## src/rtl/pad_ser_pkg.sv

```systemverilog
package pad_ser_pkg;
  localparam int CHAR_W = 10;
  localparam int CNT_W  = $clog2(CHAR_W);
  typedef logic [CHAR_W-1:0] char_t;
  localparam char_t K285_NEG = 10'b0011111010;
  localparam char_t K285_POS = 10'b1100000101;
endpackage

```

## src/rtl/pad_ser_word_timer.sv

```systemverilog
module pad_ser_word_timer #(
  parameter int DIV = 10
) (
  input  logic clk_i,
  input  logic rst_ni,
  output logic tick_o
);
  localparam int W = (DIV > 1) ? $clog2(DIV) : 1;
  localparam logic [W-1:0] LAST = W'(DIV - 1);

  logic [W-1:0] cnt_q;

  always_ff @(posedge clk_i or negedge rst_ni) begin
    if (!rst_ni)           cnt_q <= '0;
    else if (cnt_q == LAST) cnt_q <= '0;
    else                   cnt_q <= cnt_q + 1'b1;
  end

  assign tick_o = rst_ni && (cnt_q == LAST);
endmodule

```

## src/rtl/pad_ser_char_reg.sv

```systemverilog
module pad_ser_char_reg
  import pad_ser_pkg::*;
(
  input  logic  clk_i,
  input  logic  rst_ni,
  input  logic  tick_i,
  input  logic  take_i,
  input  char_t data_i,
  output char_t hold_o,
  output logic  rd_pos_o
);
  char_t hold_q;
  logic  rd_q;

  always_ff @(posedge clk_i or negedge rst_ni) begin
    if (!rst_ni) begin
      hold_q <= '0;
      rd_q   <= 1'b0;
    end else if (tick_i) begin
      if (take_i) begin
        hold_q <= data_i;
      end else begin
        hold_q <= rd_q ? K285_POS : K285_NEG;
        rd_q   <= ~rd_q;
      end
    end
  end

  assign hold_o   = hold_q;
  assign rd_pos_o = rd_q;
endmodule

```

## src/rtl/pad_ser_shifter.sv

```systemverilog
module pad_ser_shifter
  import pad_ser_pkg::*;
(
  input  logic  clk_i,
  input  logic  rst_ni,
  input  logic  load_i,
  input  char_t par_i,
  output logic  ser_o
);
  char_t sh_q;

  always_ff @(posedge clk_i or negedge rst_ni) begin
    if (!rst_ni)     sh_q <= '0;
    else if (load_i) sh_q <= par_i;
    else             sh_q <= {sh_q[CHAR_W-2:0], 1'b0};
  end

  assign ser_o = sh_q[CHAR_W-1];
endmodule

```

## src/rtl/pad_serializer.sv

```systemverilog
module pad_serializer
  import pad_ser_pkg::*;
(
  input  logic              clk_i,
  input  logic              rst_ni,
  input  logic [CHAR_W-1:0] data_i,
  input  logic              en_a_ni,
  input  logic              en_b_ni,
  output logic              ser_o,
  output logic              word_tick_o,
  output logic              rd_pos_o
);
  logic  tick;
  logic  take;
  char_t hold_q;

  assign take = ~en_a_ni | ~en_b_ni;

  pad_ser_word_timer #(.DIV(CHAR_W)) u_timer (
    .clk_i (clk_i),
    .rst_ni(rst_ni),
    .tick_o(tick)
  );

  pad_ser_char_reg u_char (
    .clk_i   (clk_i),
    .rst_ni  (rst_ni),
    .tick_i  (tick),
    .take_i  (take),
    .data_i  (data_i),
    .hold_o  (hold_q),
    .rd_pos_o(rd_pos_o)
  );

  // shifter takes the previous capture on the same edge that captures the next
  pad_ser_shifter u_shift (
    .clk_i (clk_i),
    .rst_ni(rst_ni),
    .load_i(tick),
    .par_i (hold_q),
    .ser_o (ser_o)
  );

  assign word_tick_o = tick;
endmodule

```

## config.mk

```make
export PLATFORM = sky130hd
export DESIGN_NAME = pad_serializer
export DESIGN_NICKNAME = d
export VERILOG_FILES = /design/src/rtl/pad_ser_pkg.sv /design/src/rtl/pad_ser_word_timer.sv /design/src/rtl/pad_ser_char_reg.sv /design/src/rtl/pad_ser_shifter.sv /design/src/rtl/pad_serializer.sv
export SDC_FILE = /design/constraint.sdc
export NUM_CORES = 1
export LEC_CHECK = 0
export BUFFER_PORTS_ARGS = -buffer_cell sky130_fd_sc_hd__buf_4
export CORE_UTILIZATION = 50
export CTS_CLUSTER_SIZE = 16
export DETAILED_ROUTE_END_ITERATION = 7
export GPL_ROUTABILITY_DRIVEN = 0
export PLACE_DENSITY = 0.83
export SYNTH_ARGS = -nofsm -noshare
export SYNTH_HDL_FRONTEND = slang
export SYNTH_SLANG_ARGS = --single-unit
```

## constraint.sdc

```tcl
create_clock -name clk_i -period 3.4 [get_ports clk_i]
set_input_delay 0.34 -clock clk_i [delete_from_list [all_inputs] [get_ports clk_i]]
set_output_delay 0.34 -clock clk_i [all_outputs]
set_load 0.005 [all_outputs]
```

# [Word-level counts from Yosys, hierarchy flattened]
# Index checks and enable logic that the tools add are counted.
[totals] reg_bits=25 latchBits=0 ramBits=0 rom_bits=0 inputBits=14 word_cells=17 memories=0
[op_classes] add_sub_neg=1 mul=0 div=0 order_cmp=0 eq_ne=1 n_shift=0 muxes=4 n_bitwise=5 n_reduce_logical=2
[op_table] op="$mux 10" n=3
[op_table] op="$add 4x1->4 const B" n=1
[op_table] op="$eq 4x4->1 const B" n=1
[op_table] op="$mux 4" n=1
[op_table] op="$not 1->1" n=4
[op_table] op="$reduce_and 2->1" n=1
[op_table] op="$logic_and 1x1->1" n=1
[op_table] op="$or 1x1->1" n=1

# [Logic depth before layout (Yosys ltp)]
[logic_depth] ltp_word=4 ltp_mapped=4

# [By module]
# A second synthesis with hierarchy kept.
[hier_totals] cells_unflattened=85 hier_area_um2=1102.3
[modules_own_cells] mod="pad_ser_char_reg" n_inst=1 cells_each=48 area_per_inst_um2=519.2 seq_area_each_um2=275.3
[modules_own_cells] mod="pad_ser_shifter" n_inst=1 cells_each=21 area_per_inst_um2=404.1 seq_area_each_um2=250.2
[modules_own_cells] mod="pad_ser_word_timer" n_inst=1 cells_each=15 area_per_inst_um2=175.2 seq_area_each_um2=100.1
[modules_own_cells] mod="pad_serializer" n_inst=1 cells_each=1 area_per_inst_um2=3.8 seq_area_each_um2=0.0

# [Worst setup path before layout]
# No wires, ideal clock.
[synth_path] path_type="register to register" startpoint="register u_timer.cnt_q[2]" endpoint="register u_shift.sh_q[1]" setup_ns=0.125 arrival_time_ns=1.230 slack_ns=2.045 path_stages_with_launch=5 path_buffers=1 period_less_slack_ns=1.355 path_cell_list="dfrtp_1 > nand4b_2 > nor2_4 > buf_12 > mux2_4"
[synth_between] elab_chain_cells=3
[synth_rtl] item="start, declared" line_no="pad_ser_word_timer.sv:11" rtl="logic [W-1:0] cnt_q;"
[synth_rtl] item="start signal, assigned" line_no="pad_ser_word_timer.sv:16" rtl="else cnt_q <= cnt_q + 1'b1;"
[synth_rtl] item="$eq 4x4->1" line_no="pad_ser_word_timer.sv:19" rtl="assign tick_o = rst_ni && (cnt_q == LAST);"
[synth_rtl] item="$logic_and 1x1->1" line_no="pad_ser_word_timer.sv:19"
[synth_rtl] item="$mux 10" line_no="pad_ser_shifter.sv:14" rtl="else if (load_i) sh_q <= par_i;"
[synth_rtl] item="end signal, assigned" line_no="pad_ser_shifter.sv:14"
[synth_rtl] item="end signal, assigned" line_no="pad_ser_shifter.sv:15" rtl="else sh_q <= {sh_q[CHAR_W-2:0], 1'b0};"
[synth_rtl] item="end, declared" line_no="pad_ser_shifter.sv:10" rtl="char_t sh_q;"
# Every way passes these cells.
# A chain may end at the register's enable or synchronous reset.

# [Final worst setup path]
[layout_path] startpoint="input rst_ni" endpoint="output word_tick_o"
[layout_between] elab_chain_cells=1
[layout_rtl] item="start, declared" line_no="pad_serializer.sv:5" rtl="input logic rst_ni,"
[layout_rtl] item="$logic_and 1x1->1" line_no="pad_ser_word_timer.sv:19"
[layout_rtl] item="end, declared" line_no="pad_serializer.sv:10" rtl="output logic word_tick_o,"
# Every way passes these cells.

==> run_results.csv <==
group,metric,value,unit
synthesis,yosys.area.top_type_share,55.9,%
placed_design,detailedPlacementHpwl,1280,µm
finish,mostFrequentLayoutCells,"25 x sky130_fd_sc_hd__dfrtp_1, 16 x sky130_fd_sc_hd__buf_4, 12 x sky130_fd_sc_hd__inv_1, 11 x sky130_fd_sc_hd__a21oi_1, 11 x sky130_fd_sc_hd__mux2i_1",
sta,maxClockFrequency,389,MHz
critical_path,timing.rr.start,"u_timer.cnt_q[2]",
synthesis,netlist-cell-type-count,20,
synthesis,post_synth_instance_area,1120,µm²
synthesis,post_synth_main_area_contributors,"sky130_fd_sc_hd__dfrtp_1 56%, sky130_fd_sc_hd__mux2_4 12%, sky130_fd_sc_hd__mux2i_1 9.8%",
routing,routed_vias_inst,4.95,
synthesis,postSynthRegisterBits,25,
finish,layout.cells.most_common,"sky130_fd_sc_hd__dfrtp_1",
critical_path,critPathLaunchType,"input pin",
clock_network,cts.sinks,25,
critical_path,r2r_slack,1.61,ns
die,die_area,2430,µm²
placed_design,placedCellCount,125,
critical_path,critPathMaxFanout,26,
clock_network,cts-root-to-sink-buffers,2,
routing,detail-route-antenna-nets,0,
critical_path,worstPathArrival,2.23,ns
die,io-pin-count,17,
finish,layoutNonFillerInstCount,130,
critical_path,ff2ff_path_depth,3,
outcome,status,"finished, final reports clean",
grt,first_global_vias,693,
routing,drt-met1-wl,841,µm
sta,finClkSkew,0.000824,ns
clock_network,ctsResizeCount,0,
critical_path,worst_setup_path_startpoint,"rst_ni",
power,total_switching_power,131,µW
finish,postLayoutCellArea,1270,µm²
sta,fin_worst_hold_slack,0.306,ns
power,p_clk_share,24.2,%
sta,number_of_hold_violations_in_the_final_report,0,
critical_path,crit_path_end_kind,"primary output",
clock_network,clock_tree.root_cell,"sky130_fd_sc_hd__clkbuf_4",
power,p_int,408,µW
sta,slew_headroom,51.1,%
routing,finalWirelength,1820,µm
power,ir_worst_vdd,0.267,mV
sta,report.final.slew_viol_count,0,
grt,grt_start_max_net_pins,27,
die,fp-row-count,16,
worst_hold_path,worst_hold_path.num_cells,3,
synthesis,async_flop_share,100,%
synthesis,ys_seq_area_share,55.9,%
clock_network,insertion_delay,0.32,ns
sta,worst-slew-pin-transition,0.731,ns
die,floorplan.initialDensity,54.8,%
die,placeableCoreArea,2040,µm²
critical_path,critical_path.reg2reg.endpoint,"u_shift.sh_q[7]",
sta,layout_worst_path_cycle_share,75.6,%
finish,area.growth.synth_to_final,13.2,%
clock_network,cts.repair_timing.setup_buffer_count,0,
synthesis,synth_enable_flop_cells,0,
finish,finalNetCount,118,
sta,final_period_minus_worst_setup_slack,2.57,ns
power,gate_power_share,15.1,%
run,maxCapViolCount,0,
routing,via_count,644,
sta,final-setup-viol-count,0,
critical_path,worstSetupEndpoint,"word_tick_o",
finish,drive_gt1_share,30.1,%
clock_network,cts_buffers,3,
synthesis,synth_fp_nets,101,
clock_network,total_of_hold_buffers_inserted_after_clock_tree_synthesis,1,
routing,routed_wire_length_per_instance,14.0,µm
clock_network,cts-htree-levels,1,
grt,grt.total_usage,17.9,%
synthesis,postSynthCellCount,87,
sta,grt_setup_unrepaired,"false",
routing,detailroute.wirelength.met3,85,µm
grt,overflow,0,
routing,routed-wl-met2,880,µm
placed_design,place.port_buffers,16,
routing,first_pass_iters,2,
routing,top_layer,"met4",
routing,drc_errors,0,
synthesis,dominantRegCellSynth,"sky130_fd_sc_hd__dfrtp_1",
power,power.share.sequential,60.7,%
synthesis,yosysWarningCount,0,
power,static_leak,0.681,nW
synthesis,post_synth.cell_area_avg,12.9,µm²
power,power-per-cell-area,426,nW/µm²
power,switching_share,24.4,%
grt,grt_pass1_wl,3200,µm
grt,grt_antenna_before_repair,0,
synthesis,synth_top_area_cell,"sky130_fd_sc_hd__dfrtp_1",
clock_network,cts_tree,"yes",
die,die_width,49.3,µm
clock_network,cts.clk_slew.worst_paths,0.13,ns
worst_hold_path,worst_hold_path_type,"in2reg",
finish,antenna-diode-count,0,
placed_design,instance_area_after_placement,1230,µm²
die,fp.dieH,49.3,µm
critical_path,critPathKind,"in2out",
critical_path,worst_ep_required_time,3.06,ns
routing,drt_iter0_drc,5,
sta,setup_total_negative_slack,0,ns
power groups by stage:
stage / Combinational, mW / Clock, mW / Sequential (mW)
2_1_floorplan: 0.0544 / 0 / 0.330
3_3_place_gp: 0.0782 / 0 / 0.331
3_5_place_dp: 0.0815 / 0 / 0.333
4_1_cts: 0.0828 / 0.138 / 0.327
5_1_grt: 0.0911 / 0.149 / 0.329
6_report: 0.0814 / 0.131 / 0.327
state kept, by name, indices dropped and copies added (netlist names):
| signal | cells |
|---|---|
| u_char.hold_o | 10 |
| u_char.rd_pos_o | 1 |
| u_shift.sh_q | 10 |
| u_timer.cnt_q | 4 |
kinds of logic (layout without fill, tap and decap cells):
group	count (synthesis)	after routing	share of synthesized area (%)
xor gates and xnor gates	2	2	1.57
AOI/OAI and AO/OA	13	13	6.15
and+or+nand+nor	9	9	5.59
buffers and inverters	17	33	7.83
DFF	25	25	55.9
muxes	21	21	22.9
cell usage after synthesis, drive strengths merged (2+ instances only):
cell    instances
a21oi          11
inv            12
nor3            2
mux2i          11
mux2           10
clkbuf          2
buf             3
nand2           3
dfrtp          25
worst min path at each step:
stage / startpoint / to / slack, ns
after global placement: rst_ni / u_shift.sh_q[7] / 0.26
after detailed placement: rst_ni / u_shift.sh_q[7] / 0.26
after global routing: data_i[2] / u_char.hold_o[2] / 0.29
final: data_i[2] / u_char.hold_o[2] / 0.31
after CTS: data_i[2] / u_char.hold_o[2] / 0.30
after floorplan: rst_ni / u_char.hold_o[0] / 0.04
metal layers:
metal,up-vias,GRT usage (%)
li1,317,-
met4,0,4.41
met3,2,5.61
met5,-,0
met1,311,22.7
met2,14,29.7
stage by stage:
stage,worst slack (ns),util [%],power [mW]
after floorplan,2.04,-,0.385
final,0.828,62.0,0.539
after global routing,0.705,62.0,0.570
after detailed placement,1.35,60.2,0.415
after global placement,1.40,60.2,0.409
after CTS,0.798,62.0,0.548
critical path: stages:
cell and delay, ns:
sky130_fd_sc_hd__dlygate4sd3_1 0.53, sky130_fd_sc_hd__buf_4 0.31, sky130_fd_sc_hd__nand4b_2 0.21, sky130_fd_sc_hd__nor2_4 0.61
sky130_fd_sc_hd__buf_4 0.23
cell type report:
| type | count | area [µm²] |
|---|---|---|
| tap | 27 | 33.8 |
| inverter | 12 | 45.0 |
| clock buffer | 4 | 26.3 |
| fill | 171 | 776 |
| timing repair buffer | 17 | 130 |
| multi-input combinational | 45 | 405 |
| sequential | 25 | 626 |
No activity file was read; power rests on OpenSTA's default activity.
